## config.mk

```make
export PLATFORM = sky130hd
export DESIGN_NAME = attr_csr
export DESIGN_NICKNAME = d
export VERILOG_FILES = /design/src/rtl/attr_csr.sv
export SDC_FILE = /design/constraint.sdc
export NUM_CORES = 1
export LEC_CHECK = 0
export BUFFER_PORTS_ARGS = -buffer_cell sky130_fd_sc_hd__buf_2
export CORE_UTILIZATION = 25
export DETAILED_ROUTE_END_ITERATION = 8
export GPL_TIMING_DRIVEN = 0
export PLACE_DENSITY = 0.69
export SLEW_MARGIN = 5
export SYNTH_ARGS = -nofsm -noshare
export SYNTH_HDL_FRONTEND = slang
export SYNTH_SLANG_ARGS = --single-unit
```

## constraint.sdc

```tcl
create_clock -name clk -period 1.56 [get_ports clk]
set_input_delay 0.156 -clock clk [delete_from_list [all_inputs] [get_ports clk]]
set_output_delay 0.156 -clock clk [all_outputs]
set_load 0.005 [all_outputs]
```

## src/rtl/attr_csr.sv

```systemverilog
module attr_csr #(
  parameter int W = 32,
  parameter logic [4*W-1:0] ATTR = 128'h1111_1111_1111_1111_1121_BA98_7654_3210,
  parameter logic [W-1:0] INIT   = 32'h0000_0A00,
  parameter logic [W-1:0] STICKY = 32'h0000_3000,
  parameter logic [W-1:0] KEY    = 32'h0000_4000,
  parameter logic [W-1:0] LOCK   = 32'h0000_8000,
  parameter logic [W-1:0] ONCE   = 32'h0001_0000
) (
  input  logic         clk,
  input  logic         rst_n,
  input  logic         pg_rst_n,
  input  logic         sel_i,
  input  logic         rd_i,
  input  logic         wr_i,
  input  logic [W-1:0] wdata_i,
  output logic [W-1:0] rdata_o,
  input  logic [W-1:0] hw_set_i,
  input  logic [W-1:0] hw_clr_i,
  input  logic [W-1:0] hw_upd_i,
  input  logic [W-1:0] hw_val_i,
  input  logic         lock_i
);
  localparam logic [3:0] T_RO = 4'd0, T_RW = 4'd1, T_W1C = 4'd2, T_W0C = 4'd3,
                         T_W1S = 4'd4, T_WO = 4'd5, T_RC = 4'd6, T_RSW1C = 4'd7,
                         T_RCW = 4'd8, T_RSVP = 4'd9, T_RSVZ = 4'd10, T_ROC = 4'd11;
  localparam logic [W-1:0] ONCE_EFF = ONCE & ~LOCK;

  function automatic logic [W-1:0] fixed_mask();
    logic [W-1:0] m;
    for (int k = 0; k < W; k++) begin
      m[k] = (ATTR[4*k +: 4] == T_ROC) || (ATTR[4*k +: 4] == T_RSVP) ||
             (ATTR[4*k +: 4] == T_RSVZ);
    end
    return m;
  endfunction
  localparam logic [W-1:0] FIX_M = fixed_mask();

  logic [W-1:0] q, used, rd_view;
  logic lock_on, sw_wr, sw_rd;

  assign sw_wr   = sel_i & wr_i;
  assign sw_rd   = sel_i & rd_i;
  assign lock_on = lock_i | (|(q & KEY));

  wire unused_fixed = ^((hw_set_i | hw_clr_i | hw_upd_i | hw_val_i | wdata_i) & FIX_M);

  for (genvar i = 0; i < W; i++) begin : g_bit
    localparam logic [3:0] A = ATTR[4*i +: 4];
    localparam bit FIXED  = (A == T_ROC) || (A == T_RSVP) || (A == T_RSVZ);
    localparam bit HIDDEN = (A == T_WO) || (A == T_RSVZ);

    if (FIXED) begin : g_fix
      assign q[i] = (A == T_RSVZ) ? 1'b0 : INIT[i];
    end else begin : g_st
      logic r, nx, blk;
      assign blk = (LOCK[i] & lock_on) | (ONCE_EFF[i] & used[i]);
      always_comb begin
        nx = r;
        if (sw_rd) begin
          if (A == T_RC || A == T_RCW) nx = 1'b0;
          else if (A == T_RSW1C)       nx = 1'b1;
        end
        if (sw_wr && !blk) begin
          if (A == T_RW || A == T_RCW || A == T_WO)               nx = wdata_i[i];
          else if ((A == T_W1C || A == T_RSW1C) && wdata_i[i])    nx = 1'b0;
          else if (A == T_W0C && !wdata_i[i])                     nx = 1'b0;
          else if (A == T_W1S && wdata_i[i])                      nx = 1'b1;
        end
        if (hw_upd_i[i]) nx = hw_val_i[i];
        if (hw_clr_i[i]) nx = 1'b0;
        if (hw_set_i[i]) nx = 1'b1;
      end
      always_ff @(posedge clk) begin
        if (!pg_rst_n)  r <= INIT[i];
        else if (!rst_n) r <= STICKY[i] ? r : INIT[i];
        else            r <= nx;
      end
      assign q[i] = r;
    end

    if (ONCE_EFF[i] && !FIXED) begin : g_once
      logic u;
      always_ff @(posedge clk) begin
        if (!pg_rst_n || !rst_n) u <= 1'b0;
        else if (sw_wr)          u <= 1'b1;
      end
      assign used[i] = u;
    end else begin : g_free
      assign used[i] = 1'b0;
    end

    assign rd_view[i] = HIDDEN ? 1'b0 : q[i];
  end

  assign rdata_o = sel_i ? rd_view : '0;
endmodule

```

### Word level (Yosys, flattened, before mapping)

Cells that the tools add are included.
W data, S select, Z words.

* eq/ne operators: 1
* multiplexer cells: 118
* bitwise logic cells: 3
* reduce and logical (&&, ||, !) cells: 43

Operator list (number)
* $mux W1: 117
* $reduce_bool A4 Y1: 28
* $mux W32: 1
* $reduce_and A2 Y1: 5
* $reduce_bool A5 Y1: 1
* $logic_not A1 Y1: 4
* $ne A4 B1 Y1 const B: 1
* $reduce_and A3 Y1: 1
* $reduce_bool A3 Y1: 1
* $and A1 B1 Y1: 2
* $logic_and A1 B1 Y1: 2
* $logic_or A1 B1 Y1: 1
* $or A1 B1 Y1: 1

* bits in registers: 29
* bits of input ports: 167
* output and inout port bits: 32
* logic and storage cells: 194

### Longest topological paths before layout

Gate-level depths: netlist (run 1).

* word-level depth: 7
* gate-level depth with buffers: 6

### Worst setup path before layout (run 1)

OpenSTA, ideal clock, no wires.

* kind: input -> register
* start point: input port wr_i
* end point: register g_bit[16].g_st.r
* setup time: 128 ps
* arrival: 1011 ps
* slack: 421 ps
* cell stages on the path: 6
* path buffers: 2
* cell sequence: buf_6 -> nand2_4 -> buf_6 -> or4_1 -> a31oi_1 -> nor2_1

* longest elaborated chain between the ends: 3

Ends and longest elaborated chain
* start, declared: RTL line 15 `input logic wr_i,`
* $and A1 B1 Y1: RTL line 42 `assign sw_wr = sel_i & wr_i;`
* $logic_and A1 B1 Y1: RTL line 64 `if (sw_wr && !blk) begin`
* $reduce_bool A4 Y1 (no source line)
* end signal, assigned: RTL line 75 `if (!pg_rst_n) r <= INIT[i];`
* end signal, assigned: RTL line 76 `else if (!rst_n) r <= STICKY[i] ? r : INIT[i];`
* end signal, assigned: RTL line 77 `else r <= nx;`
* end, declared: RTL line 56 `logic r, nx, blk;`

No other way between the ends.
A chain may end at the register's enable or synchronous reset.

### Final worst setup path (run 1)

* start point: input port sel_i
* end point: output port rdata_o[14]

* longest elaborated chain between the ends: 1

Ends and longest elaborated chain
* start, declared: RTL line 13 `input logic sel_i,`
* $mux W32: RTL line 96 `assign rdata_o = sel_i ? rd_view : '0;`
* end, declared: RTL line 17 `output logic [W-1:0] rdata_o,`

No other way between the ends.

==> reports/metrics.yaml, run 1 <==
placed_cells: 498
clock.fmax_ghz: 0.770
critPathMaxFanout: 16
cts_hold_buf: 0
post-route-util: 0.418
pwr_density_cell_nw_per_um2: 653
h-tree-depth: 2
syn_area_per_cell_sq_um: 7.92
fillers: 732
grt_pass1_wl_mm: 10.1
min_period_ns: 1.30
core_area_sq_um: 6870
path_class: "primary input to primary output"
place_area_sq_um: 2790
gp_congestion: 0.802
synth_area_sq_um: 1800
via_per_inst: 4.66
max_slew.worst_pin.slew_ns: 0.572
ctsResizeCount: 0
fin_cells: 505
num_vias: 2353
yosysSeqAreaShare: 0.323
p_switching_w: 0.000510
slew_viol_final: 0
port_buffers: 174
num_antenna_cells: 0
post_drt_wl_per_cell_um: 13.0
maxCapViolCount: 0
finalInstanceArea_sq_um: 2870
peakVddDrop_v: 0.000295
areaGrowthSynthToFinish_pct: 59.6
cts_tree: "built"
synthCells: 227
postCtsSetupBuffers: 0
num_rows: 30
min_path_type: "primary input to register"
path_clk_slew_ns: 0.07
hold_viol: 0
switching_share: 0.272
initial_core_util: 0.262
setup_viol: 0
drive_gt1_frac: 0.469
drt-initial-drc-count: 45
clock_latency_ns: 0.27
p_comb_frac: 0.252
worstPathRequired_ns: 1.40
cp-end-kind: "primary output"
internal_power_w: 0.00136
grt_pass1_vias: 2277
fp.dieW_um: 86.8
clockRootBuffer: "clkbuf_8"
routed_wl_mm: 6.59
cts_buffers: 5
antenna_found_initial: 0
worstSetupStartpointType: "primary input"
dieArea_sq_um: 7540
slew_headroom: 0.619
ys_warn_count: 0
drc: 0
ys_seq_elements: 29
track_usage: 0.174
place_hpwl_mm: 5.40
fin_setup_tns_ns: 0
drt-pass1-iter-count: 4
crit_arrival_ns: 1.14
gr-total-overflow: 0
rsz0062_at_grt: "no"
drtAntennaViolNets: 0
clockPowerShare: 0.318
die_h_um: 86.8
p_seq_frac: 0.430
clock_path_buffers: 2
nets: 575
period_share: 0.833
status: "complete, no violations"
skew_ns: 0.00455
ios: 199
grt_max_degree: 17
synth_cell_types: 35
p_leak_nw: 1.52
cts.sinks: 29
cells by family (layout without fill, tap and decap cells):
family | after synthesis | in the layout | synth area share
simple gates | 112 | 112 | 0.337
compound gates | 61 | 61 | 0.261
flops | 29 | 29 | 0.323
buf+inv | 22 | 203 | 0.0661
mux | 2 | 2 | 0.0111
other cells | 1 | 2 | 0.00209
cell usage in the layout (no fill, tap or decap), types with 5 or more instances in the layout:
cell type	synthesis	final
dfxtp_1	29	29
nor2_1	14	14
o41ai_1	17	17
a211oi_1	18	18
nor2b_1	18	18
clkbuf_1	7	9
nand2_1	25	25
buf_2	3	177
and2_1	29	29
and3_1	17	17
clkbuf_8	0	5
a21oi_1	8	8
worst paths after layout:
| path | start | slack, ns | endpoint | depth (start not counted) |
|---|---|---|---|---|
| setup reg to reg | g_bit[16].g_once.u | 0.39 | g_bit[16].g_st.r | 3 |
| setup / recovery | sel_i | 0.26 | rdata_o[14] | 4 |
| hold reg to reg | g_bit[2].g_st.r | 0.48 | g_bit[2].g_st.r | 2 |
| hold / removal | hw_clr_i[18] | 0.06 | g_bit[18].g_st.r | 2 |
cell type report:
cell class              count  area (sq um)  area share
plain buffers              17           100      0.0349
clock buffers               8          80.1      0.0279
well taps                  96           120      0.0419
flip-flops and latches     29           581       0.202
inverters                   4          15.0     0.00523
repair buffers            174           871       0.304
multi-input cells         177          1100       0.384
routing by layer:
layer	up-vias	global-route usage	part of all wire
met5	-	0	0
met4	0	0.0576	0.0033
met3	2	0.0390	0.052
met2	84	0.329	0.55
met1	1088	0.189	0.39
li1	1179	-	-
power by group through the flow:
stage          clock network [W]  registers (W)  logic, W
6_report                0.000596       0.000806  0.000472
5_1_grt                 0.000670       0.000811  0.000528
4_1_cts                 0.000639       0.000806  0.000480
3_5_place_dp                   0       0.000823  0.000479
3_3_place_gp                   0       0.000821  0.000470
2_1_floorplan                  0       0.000816  0.000206
registers in the layout, summed over array words and instances, names as in the netlist:
signal and cells:
g_bit.g_once.u 1, g_bit.g_st.r 28
cells in the mapped netlist:
cell	n	area [sq um]
a211o_1	3	26.3
a211oi_1	18	135
a21oi_1	8	40.0
a221o_1	1	10.0
a31oi_1	3	18.8
a32o_1	1	10.0
and2_0	1	6.26
and2_1	29	181
and3_1	17	106
buf_2	3	15.0
buf_4	4	30.0
buf_6	2	22.5
clkbuf_1	7	26.3
clkbuf_2	2	10.0
conb_1	1	3.75
dfxtp_1	29	581
inv_1	4	15.0
mux2i_1	2	20.0
nand2_1	25	93.8
nand2_4	1	11.3
nand2b_1	1	6.26
nand3_1	2	10.0
nand3b_1	1	7.51
nor2_1	14	52.6
nor2b_1	18	113
nor3_1	2	10.0
o21a_1	3	22.5
o21ai_0	2	10.0
o21ai_1	1	5.00
o21bai_1	1	7.51
o311a_1	1	10.0
o31a_1	1	8.76
o41ai_1	17	149
o41ai_2	1	16.3
or4_1	1	7.51
per-stage QoR:
stage,hold WS [ns],total power (W),worst slack [ns]
2_1_floorplan,0.258,0.00102,0.421
3_3_place_gp,0.349,0.00129,-0.111
3_5_place_dp,0.350,0.00130,-0.141
4_1_cts,0.0442,0.00192,0.196
5_1_grt,0.0566,0.00201,0.126
6_report,0.0604,0.00187,0.260
worst max-delay path, stage by stage:
cell and delay (ns):
buf_2 0.28, clkbuf_1 0.38, and2_1 0.20, buf_2 0.11
Note: power is estimated with default switching activity, not from simulation.
==> run 2, diff against run 1 <==
ABC_AREA = 1   (was default)
PLACE_DENSITY = 0.67   (was 0.69)
clock period = 1.35 ns   (was 1.56 ns; I/O delays follow)
==> run 2 against run 1 <==
Via count is 13% higher. Clock power grew 17%. Synthesized cell count up 56%. Hold slack better by 0.0012 ns. Power is 18% higher. Flip-flop and latch count stayed put. Sequential share of layout area down 1.2 points. Critical path type unchanged. Highest routed layer unchanged.
==> reports/metrics.yaml, run 2 <==
synthCells: 354
p_leak_nw: 2.03
clock.fmax_ghz: 0.816
fin_cells: 638
synth_cell_types: 19
ios: 199
cts_buffers: 5
placed_cells: 630
grt_pass1_vias: 2609
path_class: "primary input to primary output"
pwr_density_cell_nw_per_um2: 722
synth_most_common_cell: "nand2_1"
clockRootBuffer: "clkbuf_8"
final_cell_mix: "buf_2 (179), nand2_1 (95), inv_1 (79), nor2_1 (47), a21oi_1 (44)"
fillers: 851
largest_register: "g_bit.g_st.r"
ys_seq_elements: 29
postCtsSetupBuffers: 0
synth-edff-count: 0
drt-pass1-iter-count: 4
path_clk_slew_ns: 0.06
dieArea_sq_um: 8260
track_usage: 0.167
peakVddDrop_v: 0.000292
slew_viol_final: 0
antenna_found_initial: 0
multiInputGateArea_sq_um: 997
worstSetupStartpointType: "primary input"
post_drt_wl_per_cell_um: 10.6
syn_area_per_cell_sq_um: 5.58
period_share: 0.908
grt_pass1_wl_mm: 11.1
crit_arrival_ns: 1.09
core_area_sq_um: 7690
top_regs: "g_bit.g_st.r (28), g_bit.g_once.u (1)"
finalInstanceArea_sq_um: 3060
skew_ns: 0.00251
fin_setup_tns_ns: 0
die_h_um: 90.9
ys_warn_count: 0
clock_latency_ns: 0.27
clock_path_buffers: 2
min_period_ns: 1.23
fp.dieW_um: 90.9
synthTopCellsByArea: "dfxtp_1 (29%), nand2_1 (18%), inv_1 (15%)"
place_area_sq_um: 2970
async_reset_ff_frac: 0
cts_hold_buf: 0
drc: 0
port_buffers: 173
setup_viol: 0
num_rows: 32
num_antenna_cells: 0
worstPathRequired_ns: 1.22
hold_viol: 0
h-tree-depth: 2
drt-initial-drc-count: 49
register_area_sq_um: 581
gp_congestion: 0.765
rsz0062_at_grt: "no"
netlist.area_leader.share: 0.294
grt_max_degree: 11
largest_reg_flops: 28
cts.sinks: 29
cts_tree: "built"
cp-end-kind: "primary output"
areaGrowthSynthToFinish_pct: 54.7
synth_common_cells: "nand2_1 (95), inv_1 (79), nor2_1 (47), a21oi_1 (44), dfxtp_1 (29)"
num_vias: 2670
synth_area_sq_um: 1980
ys.flop_type: "dfxtp_1"
initial_core_util: 0.257
nets: 702
yosys.area.top_type: "dfxtp_1"
critPathMaxFanout: 10
place_hpwl_mm: 5.39
via_per_inst: 4.18
ctsResizeCount: 0
min_path_type: "primary input to register"
routed_wl_mm: 6.78
status: "complete, no violations"
gr-total-overflow: 0
drive_gt1_frac: 0.373
drtAntennaViolNets: 0
layout.cells.most_common: "buf_2"
yosysSeqAreaShare: 0.294
maxCapViolCount: 0
## run 2: final cells by class
type | count | share of cell area
multi-input combinational | 231 | 0.326
clock inverter | 2 | 0.00328
sequential | 29 | 0.190
clock buffer | 6 | 0.0238
inverter | 80 | 0.0983
buffer | 15 | 0.0332
timing repair buffer | 173 | 0.283
tap | 102 | 0.0418
## run 2: power by group
| part | switching [W] | internal [W] |
|---|---|---|
| clock network | 0.000339 | 0.000357 |
| registers | 0.0000212 | 0.000902 |
| logic | 0.000290 | 0.000296 |
## run 2: layer usage
metal / part of all wire / up-vias / global-route usage
li1: - / 1416 / -
met1: 0.42 / 1129 / 0.190
met2: 0.49 / 119 / 0.308
met3: 0.079 / 6 / 0.0396
met4: 0.0093 / 0 / 0.0489
met5: 0 / - / 0
## run 2: through the flow
stage | worst slack (ns) | total power [W] | hold slack (ns) | util
2_1_floorplan | 0.478 | 0.00121 | 0.252 | -
4_1_cts | 0.0769 | 0.00226 | 0.0439 | 0.397
6_report | 0.124 | 0.00221 | 0.0616 | 0.397
5_1_grt | 0.00527 | 0.00236 | 0.0550 | 0.397
3_5_place_dp | 0.0799 | 0.00153 | 0.346 | 0.387
3_3_place_gp | 0.0801 | 0.00151 | 0.343 | 0.387
## run 2: logic make-up (layout without fill, tap and decap cells)
logic type      count (synthesis)  count (layout)  synth area share
buf+inv                        95             276             0.203
compound gates                 51              51             0.131
simple gates                  178             178             0.370
flops                          29              29             0.294
other cells                     1               2           0.00190
## run 2: path summary, 6_finish.rpt
check | from | slack [ns] | depth (start not counted) | endpoint
max reg2reg | g_bit[14].g_st.r | 0.52 | 5 | g_bit[15].g_st.r
min reg2reg | g_bit[3].g_st.r | 0.46 | 2 | g_bit[3].g_st.r
max | sel_i | 0.12 | 6 | rdata_o[19]
min | hw_set_i[21] | 0.06 | 3 | g_bit[21].g_st.r
## run 2: critical path, cell delays in order
cell and delay (ns):
buf_4 0.13, buf_2 0.26, buf_2 0.31, nand2_1 0.10
inv_1 0.05, buf_2 0.10
